[src/rtl/dicode_hyst_detector.sv]
module dicode_hyst_detector #(
  parameter int SW       = 8,
  parameter int PRE_LEN  = 16,
  parameter int THR_INIT = 20
) (
  input  logic          clk,
  input  logic          rst_n,
  input  logic          smp_valid,
  input  logic [SW-1:0] smp_data,
  input  logic          burst_start,
  input  logic          init_bit,
  input  logic          train_en,
  input  logic          thr_wr,
  input  logic [SW-1:0] thr_wdata,
  output logic          bit_out,
  output logic          bit_valid,
  output logic [SW-1:0] thr_level,
  output logic          training
);
  localparam int CW = (PRE_LEN > 1) ? $clog2(PRE_LEN) : 1;
  localparam logic [CW-1:0] LAST = CW'(PRE_LEN - 1);

  logic signed [SW:0] sx, nsx, thr_s, nthr_s;
  logic [SW-1:0] mag, peak, peak_nx;
  logic [CW-1:0] cnt;
  logic take, hit_pos, hit_neg, done;

  assign take    = smp_valid && !burst_start;
  assign sx      = {smp_data[SW-1], smp_data};
  assign nsx     = -sx;
  assign mag     = smp_data[SW-1] ? nsx[SW-1:0] : smp_data;
  assign thr_s   = {1'b0, thr_level};
  assign nthr_s  = -thr_s;
  assign hit_pos = sx > thr_s;
  assign hit_neg = sx < nthr_s;
  assign peak_nx = (mag > peak) ? mag : peak;
  assign done    = take && training && (cnt == LAST);

  always_ff @(posedge clk) begin
    if (!rst_n) begin
      bit_out   <= 1'b0;
      bit_valid <= 1'b0;
    end else begin
      bit_valid <= take;
      if (burst_start)
        bit_out <= init_bit;
      else if (smp_valid)
        bit_out <= bit_out ? !hit_neg : hit_pos;
    end
  end

  always_ff @(posedge clk) begin
    if (!rst_n) begin
      thr_level <= SW'(THR_INIT);
      training  <= 1'b0;
      cnt       <= '0;
      peak      <= '0;
    end else if (burst_start) begin
      training <= train_en;
      cnt      <= '0;
      peak     <= '0;
      if (thr_wr) thr_level <= thr_wdata;
    end else begin
      if (done) begin
        thr_level <= peak_nx >> 1;
        training  <= 1'b0;
      end else if (thr_wr) begin
        thr_level <= thr_wdata;
      end
      if (take && training) begin
        peak <= peak_nx;
        cnt  <= (cnt == LAST) ? '0 : cnt + 1'b1;
      end
    end
  end
endmodule


[config.mk]
export PLATFORM = sky130hd
export DESIGN_NAME = dicode_hyst_detector
export DESIGN_NICKNAME = d
export VERILOG_FILES = /design/src/rtl/dicode_hyst_detector.sv
export SDC_FILE = /design/constraint.sdc
export NUM_CORES = 1
export LEC_CHECK = 0
export ABC_AREA = 1
export BUFFER_PORTS_ARGS = -buffer_cell sky130_fd_sc_hd__buf_4
export CORE_MARGIN = 2
export CORE_UTILIZATION = 50
export DETAILED_ROUTE_END_ITERATION = 10
export PLACE_DENSITY = 0.72
export SYNTH_ARGS = -nofsm -noshare
export SYNTH_HDL_FRONTEND = slang
export SYNTH_SLANG_ARGS = --single-unit
[constraint.sdc]
create_clock -name clk -period 3.2 [get_ports clk]
set_clock_uncertainty 0.15 [all_clocks]
set_input_delay 0.32 -clock clk [delete_from_list [all_inputs] [get_ports clk]]
set_output_delay 0.32 -clock clk [all_outputs]
set_load 0.02 [all_outputs]
==> results of run 1 <==
==> power groups by stage <==
| stage | Sequential (mW) | Combinational (mW) | Clock (mW) |
|---|---|---|---|
| 2_1_floorplan | 0.319 | 0.156 | 0 |
| 3_3_place_gp | 0.310 | 0.233 | 0 |
| 3_5_place_dp | 0.310 | 0.240 | 0 |
| 4_1_cts | 0.304 | 0.242 | 0.195 |
| 5_1_grt | 0.305 | 0.275 | 0.206 |
| 6_report | 0.304 | 0.239 | 0.194 |
==> state kept, by name, summed over array words and instances (netlist names) <==
register   flops
peak           8
thr_level      8
cnt            4
bit_out        1
bit_valid      1
training       1
==> final timing paths <==
kind | start | to | slack, ns
worst max-delay path | thr_level[0] | bit_out | 0.65
worst min register to register | cnt[3] | cnt[3] | 0.34
worst min-delay path | train_en | training | 0.15
worst max register to register | thr_level[0] | bit_out | 0.65
==> worst max-delay path, stage by stage (launching register included) <==
cell,delay [ns]
dfxtp_1,0.35
nor3_1,0.37
nand3_1,0.18
nor3_1,0.26
xor2_1,0.19
ha_1,0.25
nand2_1,0.09
inv_1,0.04
a21oi_1,0.19
nand2_1,0.07
nor2_1,0.10
nor2_1,0.04
nor2_1,0.10
nor2_1,0.05
nor2_1,0.07
==> per-stage QoR <==
step | power (mW) | util
floorplan | 0.475 | -
global placement | 0.544 | 0.598
detailed placement | 0.550 | 0.598
CTS | 0.741 | 0.609
global route | 0.786 | 0.609
finish | 0.737 | 0.609
==> layout make-up <==
cell class | count | area share
Tap cell | 50 | 0.0253
Inverter | 65 | 0.0997
Clock inverter | 1 | 0.00203
Clock buffer | 3 | 0.0167
Multi-Input combinational cell | 233 | 0.570
Timing Repair Buffer | 33 | 0.100
Sequential cell | 23 | 0.186
==> logic make-up (layout without fill, tap and decap cells) <==
kind of cell,Yosys count,in the layout,share of synthesized area
AND/OR/NAND/NOR,160,160,0.358
buffers and inverters,68,102,0.126
AO/OA/AOI/OAI,34,34,0.0919
adder cells (fa/ha/maj),28,28,0.164
flip-flops,23,23,0.215
XOR/XNOR,11,11,0.0451
==> per-layer routing <==
metal,part of all wire,vias to the layer above,GRT usage
met3,0.040,9,0.0262
met2,0.50,36,0.404
li1,-,1084,-
met5,0,-,0
met1,0.44,909,0.267
met4,0.019,0,0.0654
==> cells in the final DEF (no fill, tap or decap), drive strengths merged <==
master / n
inv: 65
nand2: 88
ha: 28
dfxtp: 23
nand4: 6
a21oi: 17
a31oi: 3
a2111oi: 1
nand3: 20
nor3: 5
nor2: 39
clkbuf: 3
xor2: 10
xnor2: 1
clkinv: 1
buf: 33
o21ai: 10
or2: 2
a211oi: 2
a21o: 1
==> impl_metrics.csv, run 1 <==
group,metric,value,unit
cts,postCtsSetupBuffers,0,
sta,tightest_slew,0.496,ns
finish,fill_cells,420,
power,pwr-share-comb,0.325,
drt,wl_per_cell,12.4,µm
floorplanning,io_pins,34,
logic_synthesis,post_synth_num_cell_types,31,
cts,post_cts_resized,0,
sta,slew_violations,0,
floorplanning,die_w,69.4,µm
finish,design_area,2470,µm²
logic_synthesis,synthTopCellsByCount,"nand2_1 (83), inv_1 (61), ha_1 (28)",
logic_synthesis,seq_area_frac_synth,0.215,
finish,drive_gt1_frac,0.179,
cts,root_buffer,"clkbuf_8",
cts,cts_buffer_depth,2,
power,power_density,298,nW/µm²
place,gp_congestion,0.872,
logic_synthesis,synth-edff-count,0,
grt,grt_start_max_net_pins,14,
setup_path,critPathLaunchType,"flop",
power,p_seq_frac,0.412,
cts,clk_pin_slew,0.09,ns
logic_synthesis,synth_ff_type,"dfxtp_1",
setup_path,r2r_cells,14,
finish,fin_nets,410,
finish,instances_no_fill,408,
grt,antenna_found_initial,0,
drt,drtPass1Iterations,4,
drt,drt_iter0_markers,91,
cts,clk_latency,0.28,ns
floorplanning,start_util,0.527,
run,max_cap_viol_count,0,
cts,cts_tree,"yes",
logic_synthesis,yosys.area.top_type_share,0.215,
logic_synthesis,syn_nets,375,
sta,fin_crit,2.55,ns
drt,dr_total_vias,2038,
drt,drt-total-wl,5.04,mm
place,placed_area,2420,µm²
floorplanning,core_area,4060,µm²
place,dp_slack,0.497,ns
cts,hold_buffers,0,
place,dp_hpwl,4.19,mm
logic_synthesis,async_flop_share,0,
setup_path,crit_arrival,2.62,ns
setup_path,crit_type,"flop to flop",
power,leakage,1.30,nW
finish,n_antenna_cell,0,
setup_path,critical_path_required,3.27,ns
run_status,status,"completed",
cts,cts_inserted_buffers,3,
drt,routed_via_density,5.00,
power,p_sw_frac,0.352,
logic_synthesis,ys_ff_latch,23,
logic_synthesis,syn-cell-area,2140,µm²
sta,timing.final.crit_share,0.798,
logic_synthesis,yosysMostFrequentCell,"nand2_1",
logic_synthesis,ys_top_cells_by_area,"dfxtp_1 (22%), ha_1 (16%), nand2_1 (15%)",
hold_path,hold_class,"primary input to flop",
sta,finalSetupTns,0,ns
sta,maxClockFrequency,392,MHz
logic_synthesis,yosysWarnings,0,
finish,syn_to_final_growth,15.6,%
logic_synthesis,yosysTopAreaCell,"dfxtp_1",
power,clock_power_share,0.263,
power,p_switching,0.259,mW
power,p_int,0.477,mW
power,ir_drop,0.192,mV
sta,maxSlewHeadroom,0.666,
logic_synthesis,avgSynthCellArea,6.60,µm²
floorplanning,num_rows,23,
hold_path,min_path_cells,3,
sta,setup_viol,0,
place,portBuffers,33,
setup_path,crit_path_max_fanout,4,
finish,final-seq-area,460,µm²
grt,grt_pass1_vias,2019,
finish,multi_input_area,1410,µm²
sta,rsz0062_at_grt,"false",
place,dp_cells,404,
floorplanning,die-area,4810,µm²
sta,post-route-worst-setup-slack,0.646,ns
grt,track_usage,0.220,
cts,clock_sinks,23,
setup_path,worst_setup_path_end_kind,"flop",
grt,grt_pass1_wl,8.79,mm
logic_synthesis,syn_inst,324,
sta,hold_slack,0.155,ns
sta,hold_viol_final,0,
drt,ant_nets,0,
cts,h-tree-depth,1,
floorplanning,die_h,69.4,µm
drt,drc,0,
grt,overflow,0,
Note: power is estimated with default switching activity, not from simulation.
==> run 2: changes to the inputs <==
clock period = 2.5 ns   (was 3.2 ns; I/O delays follow)
==> run 2 against run 1 <==
Compared with the run above: setup slack worse by 0.44 ns; final cell count up 4.2%; utilization grew 4.8 points; sequential share of layout area is 1.2 points lower; first-iteration DRC count increased by 15%; fmax rose by 11%; register-to-register slack worse by 0.44 ns; die area stayed put; design area up 7.9%; power up 32%; flip-flop and latch count unchanged; critical endpoint unchanged; largest power group unchanged; highest routed layer unchanged.
==> impl_metrics.csv, run 2 (synthesis results as in run 1) <==
group,metric,value,unit
run,max_cap_viol_count,0,
place,portBuffers,33,
setup_path,critPathSlowestCell,"dfxtp_4",
power,leakage,1.40,nW
setup_path,reg2reg_slack,0.21,ns
setup_path,startpoint,"thr_level[0]",
setup_path,critPathBufInv,2,
setup_path,crit_type,"flop to flop",
setup_path,critical_path_required,2.52,ns
floorplanning,io_pins,34,
setup_path,reg2reg_from,"thr_level[0]",
setup_path,crit_path_max_fanout,4,
finish,drive_gt1_frac,0.245,
finish,final_util,0.657,
sta,maxSlewHeadroom,0.757,
cts,cts_tree,"yes",
grt,track_usage,0.217,
setup_path,critPathLaunchType,"flop",
run_status,status,"completed",
cts,hold_buffers,0,
setup_path,cp_common_cell,"nor2_1",
drt,drc,0,
setup_path,r2r_cells,16,
grt,gr-max-usage-layer,"met2",
cts,cts_inserted_buffers,3,
power,p_switching,0.338,mW
cts,cts_buffer_depth,2,
grt,grt_use_met1,0.284,
power,p_sw_frac,0.348,
floorplanning,core_area,4060,µm²
setup_path,worstPathCellList,"inv_4 > ha_4 > nand3_4 > nor3_4 > buf_6 > xor2_2 > ha_1 > nand2_1 > nor2_1 > nand3_1 > nand2_1 > nor2_1 > nor2_1 > nor2_1 > nor2_1 > nor2_1",
power,power_density,364,nW/µm²
grt,use_met2,0.374,
floorplanning,die_h,69.4,µm
setup_path,crit_cells,16,
grt,grt_pass1_wl,8.58,mm
setup_path,worst_setup_path_end_kind,"flop",
sta,fin_crit,2.29,ns
grt,grt_pass1_vias,1932,
place,dp_hpwl,4.20,mm
setup_path,crit_arrival,2.32,ns
grt,grt_util_met3,0.0247,
drt,dr_total_vias,2085,
grt,grt_start_max_net_pins,14,
finish,final_common_cell,"nand2_1",
cts,clk_latency,0.27,ns
cts,root_buffer,"clkbuf_8",
finish,final_cell_mix,"nand2_1 (83), inv_1 (59), buf_4 (49), ha_1 (27), nor2_1 (26)",
floorplanning,die_w,69.4,µm
sta,maxClockFrequency,436,MHz
grt,overflow,0,
setup_path,crit_family,"simple AND/OR/NAND/NOR gates",
power,ir_drop,0.298,mV
power,p_seq_frac,0.403,
sta,tightest_slew,0.365,ns
cts,clock_sinks,23,
sta,hold_viol_final,0,
cts,h-tree-depth,1,
cts,clk_pin_slew,0.09,ns
floorplanning,die-area,4810,µm²
sta,slew_violations,0,
power,pwr-share-comb,0.347,
sta,timing.final.crit_share,0.918,
drt,drt-total-wl,5.11,mm
finish,top_regs,"peak x8, thr_level x8, cnt x4",
hold_path,hold_class,"primary input to flop",
power,power.total,0.971,mW
drt,wl_per_cell,12.0,µm
setup_path,critPathMaxStageDelay,0.37,ns
setup_path,cp-endpoint,"bit_out",
finish,n_antenna_cell,0,
drt,ant_nets,0,
drt,drtPass1Iterations,4,
sta,setup_viol,0,
floorplanning,start_util,0.527,
floorplanning,num_rows,23,
finish,syn_to_final_growth,24.8,%
power,clock_power_share,0.250,
place,gp_congestion,0.896,
finish,fin_nets,427,
drt,routed_via_density,4.91,
power,p_int,0.633,mW
drt,drt_iter0_markers,105,
grt,antenna_found_initial,0,
setup_path,worstReg2RegEnd,"bit_out",
run 2: cell types whose count changed in the layout (fill, tap and decap cells not counted), sizes merged:
cell | before | now
buf | 33 | 50
run 2: worst min-delay path by stage:
stage                    to       from  depth (start not counted)
5_1_grt            training   train_en                          3
3_3_place_gp         cnt[3]     cnt[3]                          1
3_5_place_dp         cnt[3]     cnt[3]                          1
4_1_cts           bit_valid  smp_valid                          3
6_report          bit_valid  smp_valid                          3
2_1_floorplan  thr_level[0]      rst_n                          2
run 2: power groups by stage:
stage,clock network (mW),logic [mW],registers (mW)
after floorplan,0,0.200,0.408
after global placement,0,0.318,0.398
after detailed placement,0,0.324,0.398
after CTS,0.244,0.327,0.390
after global routing,0.265,0.382,0.394
final,0.243,0.337,0.391
run 2: layer usage:
layer  up-vias  routed length [µm]  part of all wire
li1       1114                   -                 -
met1       919                2340              0.46
met2        43                2490              0.49
met3         9                 199             0.039
met4         0                  79             0.015
met5         -                   0                 0
run 2: worst reg2reg max path: stages, from the launching register on:
cell and delay (ns):
dfxtp_4 0.37, inv_4 0.06, ha_4 0.14, nand3_4 0.10, nor3_4 0.21, buf_6 0.13, xor2_2 0.05, ha_1 0.30
nand2_1 0.06, nor2_1 0.13, nand3_1 0.11, nand2_1 0.08, nor2_1 0.04, nor2_1 0.08, nor2_1 0.05, nor2_1 0.09
nor2_1 0.05
run 2: final cells by class:
| cell class | count | area (µm²) |
|---|---|---|
| multi-input combinational | 233 | 1470 |
| fill | 377 | 1390 |
| sequential | 23 | 465 |
| timing repair buffer | 50 | 379 |
| inverter | 65 | 249 |
| tap | 50 | 62.6 |
| clock buffer | 3 | 41.3 |
| clock inverter | 1 | 5.00 |
run 2: stage by stage:
stage	setup WS [ns]	hold WS (ns)	cells	instance area, µm²	TNS, ns
2_1_floorplan	0.198	0.221	324	2140	0
3_3_place_gp	0.0530	0.316	418	2530	0
3_5_place_dp	0.00967	0.317	418	2530	0
4_1_cts	0.0870	0.0938	422	2580	0
5_1_grt	-0.0239	0.0909	425	2670	-0.0239
6_report	0.206	0.0921	425	2670	0
run 2: what timing repair did:
| item | 4_1_cts | 5_1_grt |
|---|---|---|
| gates resized for setup | 1 | 16 |
| endpoints found under the setup margin | 1 | 1 |
| pin swaps | 0 | 6 |
| gates cloned | 0 | 0 |
| setup buffers | 0 | 3 |
==> run 3: changes to the inputs <==
CTS_BUF_LIST = sky130_fd_sc_hd__clkbuf_16   (was unset)
==> run 3 against run 2 <==
Compared with the run above: flip-flop and latch count is the same; sequential share of layout area fell by 0.22 points; combinational power is essentially flat; non-clock buffer count is the same; die area unchanged; power grew 12%; via count rose by 0.91%; critical endpoint unchanged; largest cell class unchanged.
==> impl_metrics.csv, run 3 (synthesis results as in run 1) <==
group,metric,value,unit
drt,drc,0,
grt,grt_pass1_wl,8.54,mm
finish,final_cell_mix,"nand2_1 (83), inv_1 (59), buf_4 (49), ha_1 (27), nor2_1 (26)",
floorplanning,core_area,4060,µm²
setup_path,crit_arrival,2.31,ns
drt,dr_total_vias,2104,
cts,clk_pin_slew,0.06,ns
setup_path,crit_type,"flop to flop",
place,dp_cells,418,
run_status,status,"completed",
cts,clk_latency,0.26,ns
finish,final_util,0.666,
setup_path,r2r_cells,16,
place,gp_congestion,0.896,
setup_path,worstReg2RegEnd,"bit_out",
power,ir_drop,0.298,mV
cts,cts_inserted_buffers,3,
finish,final_common_cell,"nand2_1",
hold_path,hp-start,"smp_valid",
drt,routed_via_density,4.95,
finish,fill_cells,380,
sta,slew_violations,0,
sta,maxSlewHeadroom,0.755,
grt,grt_start_max_net_pins,14,
hold_path,min_path_cells,3,
finish,top_regs,"peak x8, thr_level x8, cnt x4",
floorplanning,die_h,69.4,µm
grt,overflow,0,
finish,drive_gt1_frac,0.245,
finish,final-seq-area,465,µm²
sta,setup_viol,0,
power,pwr-share-comb,0.310,
drt,drtPass1Iterations,4,
power,p_seq_frac,0.361,
floorplanning,io_pins,34,
drt,drt_iter0_markers,98,
place,portBuffers,33,
sta,hold_viol_final,0,
place,dp_hpwl,4.20,mm
cts,root_buffer,"clkbuf_16",
place,placed_area,2530,µm²
floorplanning,num_rows,23,
finish,multi_input_area,1470,µm²
floorplanning,die_w,69.4,µm
cts,hold_buffers,0,
grt,grt_pass1_vias,1935,
finish,design_area,2700,µm²
drt,ant_nets,0,
finish,syn_to_final_growth,26.4,%
cts,h-tree-depth,1,
power,p_int,0.737,mW
setup_path,reg2reg_slack,0.19,ns
setup_path,critPathLaunchType,"flop",
sta,maxClockFrequency,434,MHz
cts,cts_buffer_depth,2,
power,p_switching,0.349,mW
setup_path,critical_path_required,2.51,ns
cts,clock_sinks,23,
finish,instances_no_fill,425,
run,max_cap_viol_count,0,
setup_path,reg2reg_from,"thr_level[0]",
floorplanning,start_util,0.527,
setup_path,crit_path_max_fanout,4,
floorplanning,die-area,4810,µm²
sta,hold_slack,0.103,ns
hold_path,hold_end,"bit_valid",
finish,fin_nets,427,
hold_path,hold_class,"primary input to flop",
setup_path,worst_setup_path_end_kind,"flop",
power,leakage,1.41,nW
cts,cts_tree,"yes",
sta,tightest_slew,0.367,ns
power,p_sw_frac,0.321,
sta,timing.final.crit_share,0.923,
power,clock_power_share,0.329,
sta,fin_crit,2.31,ns
power,power_density,402,nW/µm²
drt,drt-total-wl,5.13,mm
finish,n_antenna_cell,0,
drt,wl_per_cell,12.1,µm
grt,antenna_found_initial,0,
grt,track_usage,0.213,
[run 3: how the worst max path moves through the flow]
| stage | from | endpoint | slack (ns) |
|---|---|---|---|
| floorplan | smp_data[0] | peak[0] | 0.20 |
| global placement | smp_data[1] | peak[0] | 0.05 |
| detailed placement | smp_data[1] | peak[5] | 0.01 |
| CTS | thr_level[0] | bit_out | 0.09 |
| global route | thr_level[0] | bit_out | -0.02 |
| finish | thr_level[0] | bit_out | 0.19 |
[run 3: cell type report]
cell class / count / share of cell area
multi-input cells: 233 / 0.542
flip-flops and latches: 23 / 0.172
repair buffers: 50 / 0.140
inverters: 65 / 0.0922
clock buffers: 3 / 0.0278
well taps: 50 / 0.0232
clock inverters: 1 / 0.00185
[run 3: routing by layer]
layer / global-route usage / share of wire
met5: 0 / 0
met1: 0.280 / 0.47
met2: 0.377 / 0.49
met3: 0.0233 / 0.033
met4: 0.0392 / 0.0045
[run 3: through the flow]
stage	TNS, ns	setup slack [ns]	power (mW)
after detailed placement	0	0.00967	0.722
after CTS	0	0.0932	1.07
after floorplan	0	0.198	0.607
after global placement	0	0.0530	0.715
after global routing	-0.0192	-0.0192	1.15
final	0	0.193	1.09
[run 3: power groups by stage]
stage	Sequential, mW	Clock [mW]	Combinational, mW
global route	0.394	0.374	0.381
floorplan	0.408	0	0.200
CTS	0.390	0.358	0.327
global placement	0.398	0	0.318
finish	0.392	0.357	0.337
detailed placement	0.398	0	0.324
[run 3: repair_timing]
action                                  4_1_cts  5_1_grt
setup buffers                                 0        3
pin swaps                                     0        6
resized for setup                             1       16
endpoints found under the setup margin        1        1
[run 3: worst max-delay path, stage by stage (launching register included)]
cell	delay, ns
dfxtp_4	0.37
inv_4	0.06
ha_4	0.14
nand3_4	0.09
nor3_4	0.21
buf_6	0.13
xor2_2	0.05
ha_1	0.30
nand2_1	0.06
nor2_1	0.13
nand3_1	0.11
nand2_1	0.08
nor2_1	0.04
nor2_1	0.09
nor2_1	0.05
nor2_1	0.09
nor2_1	0.05
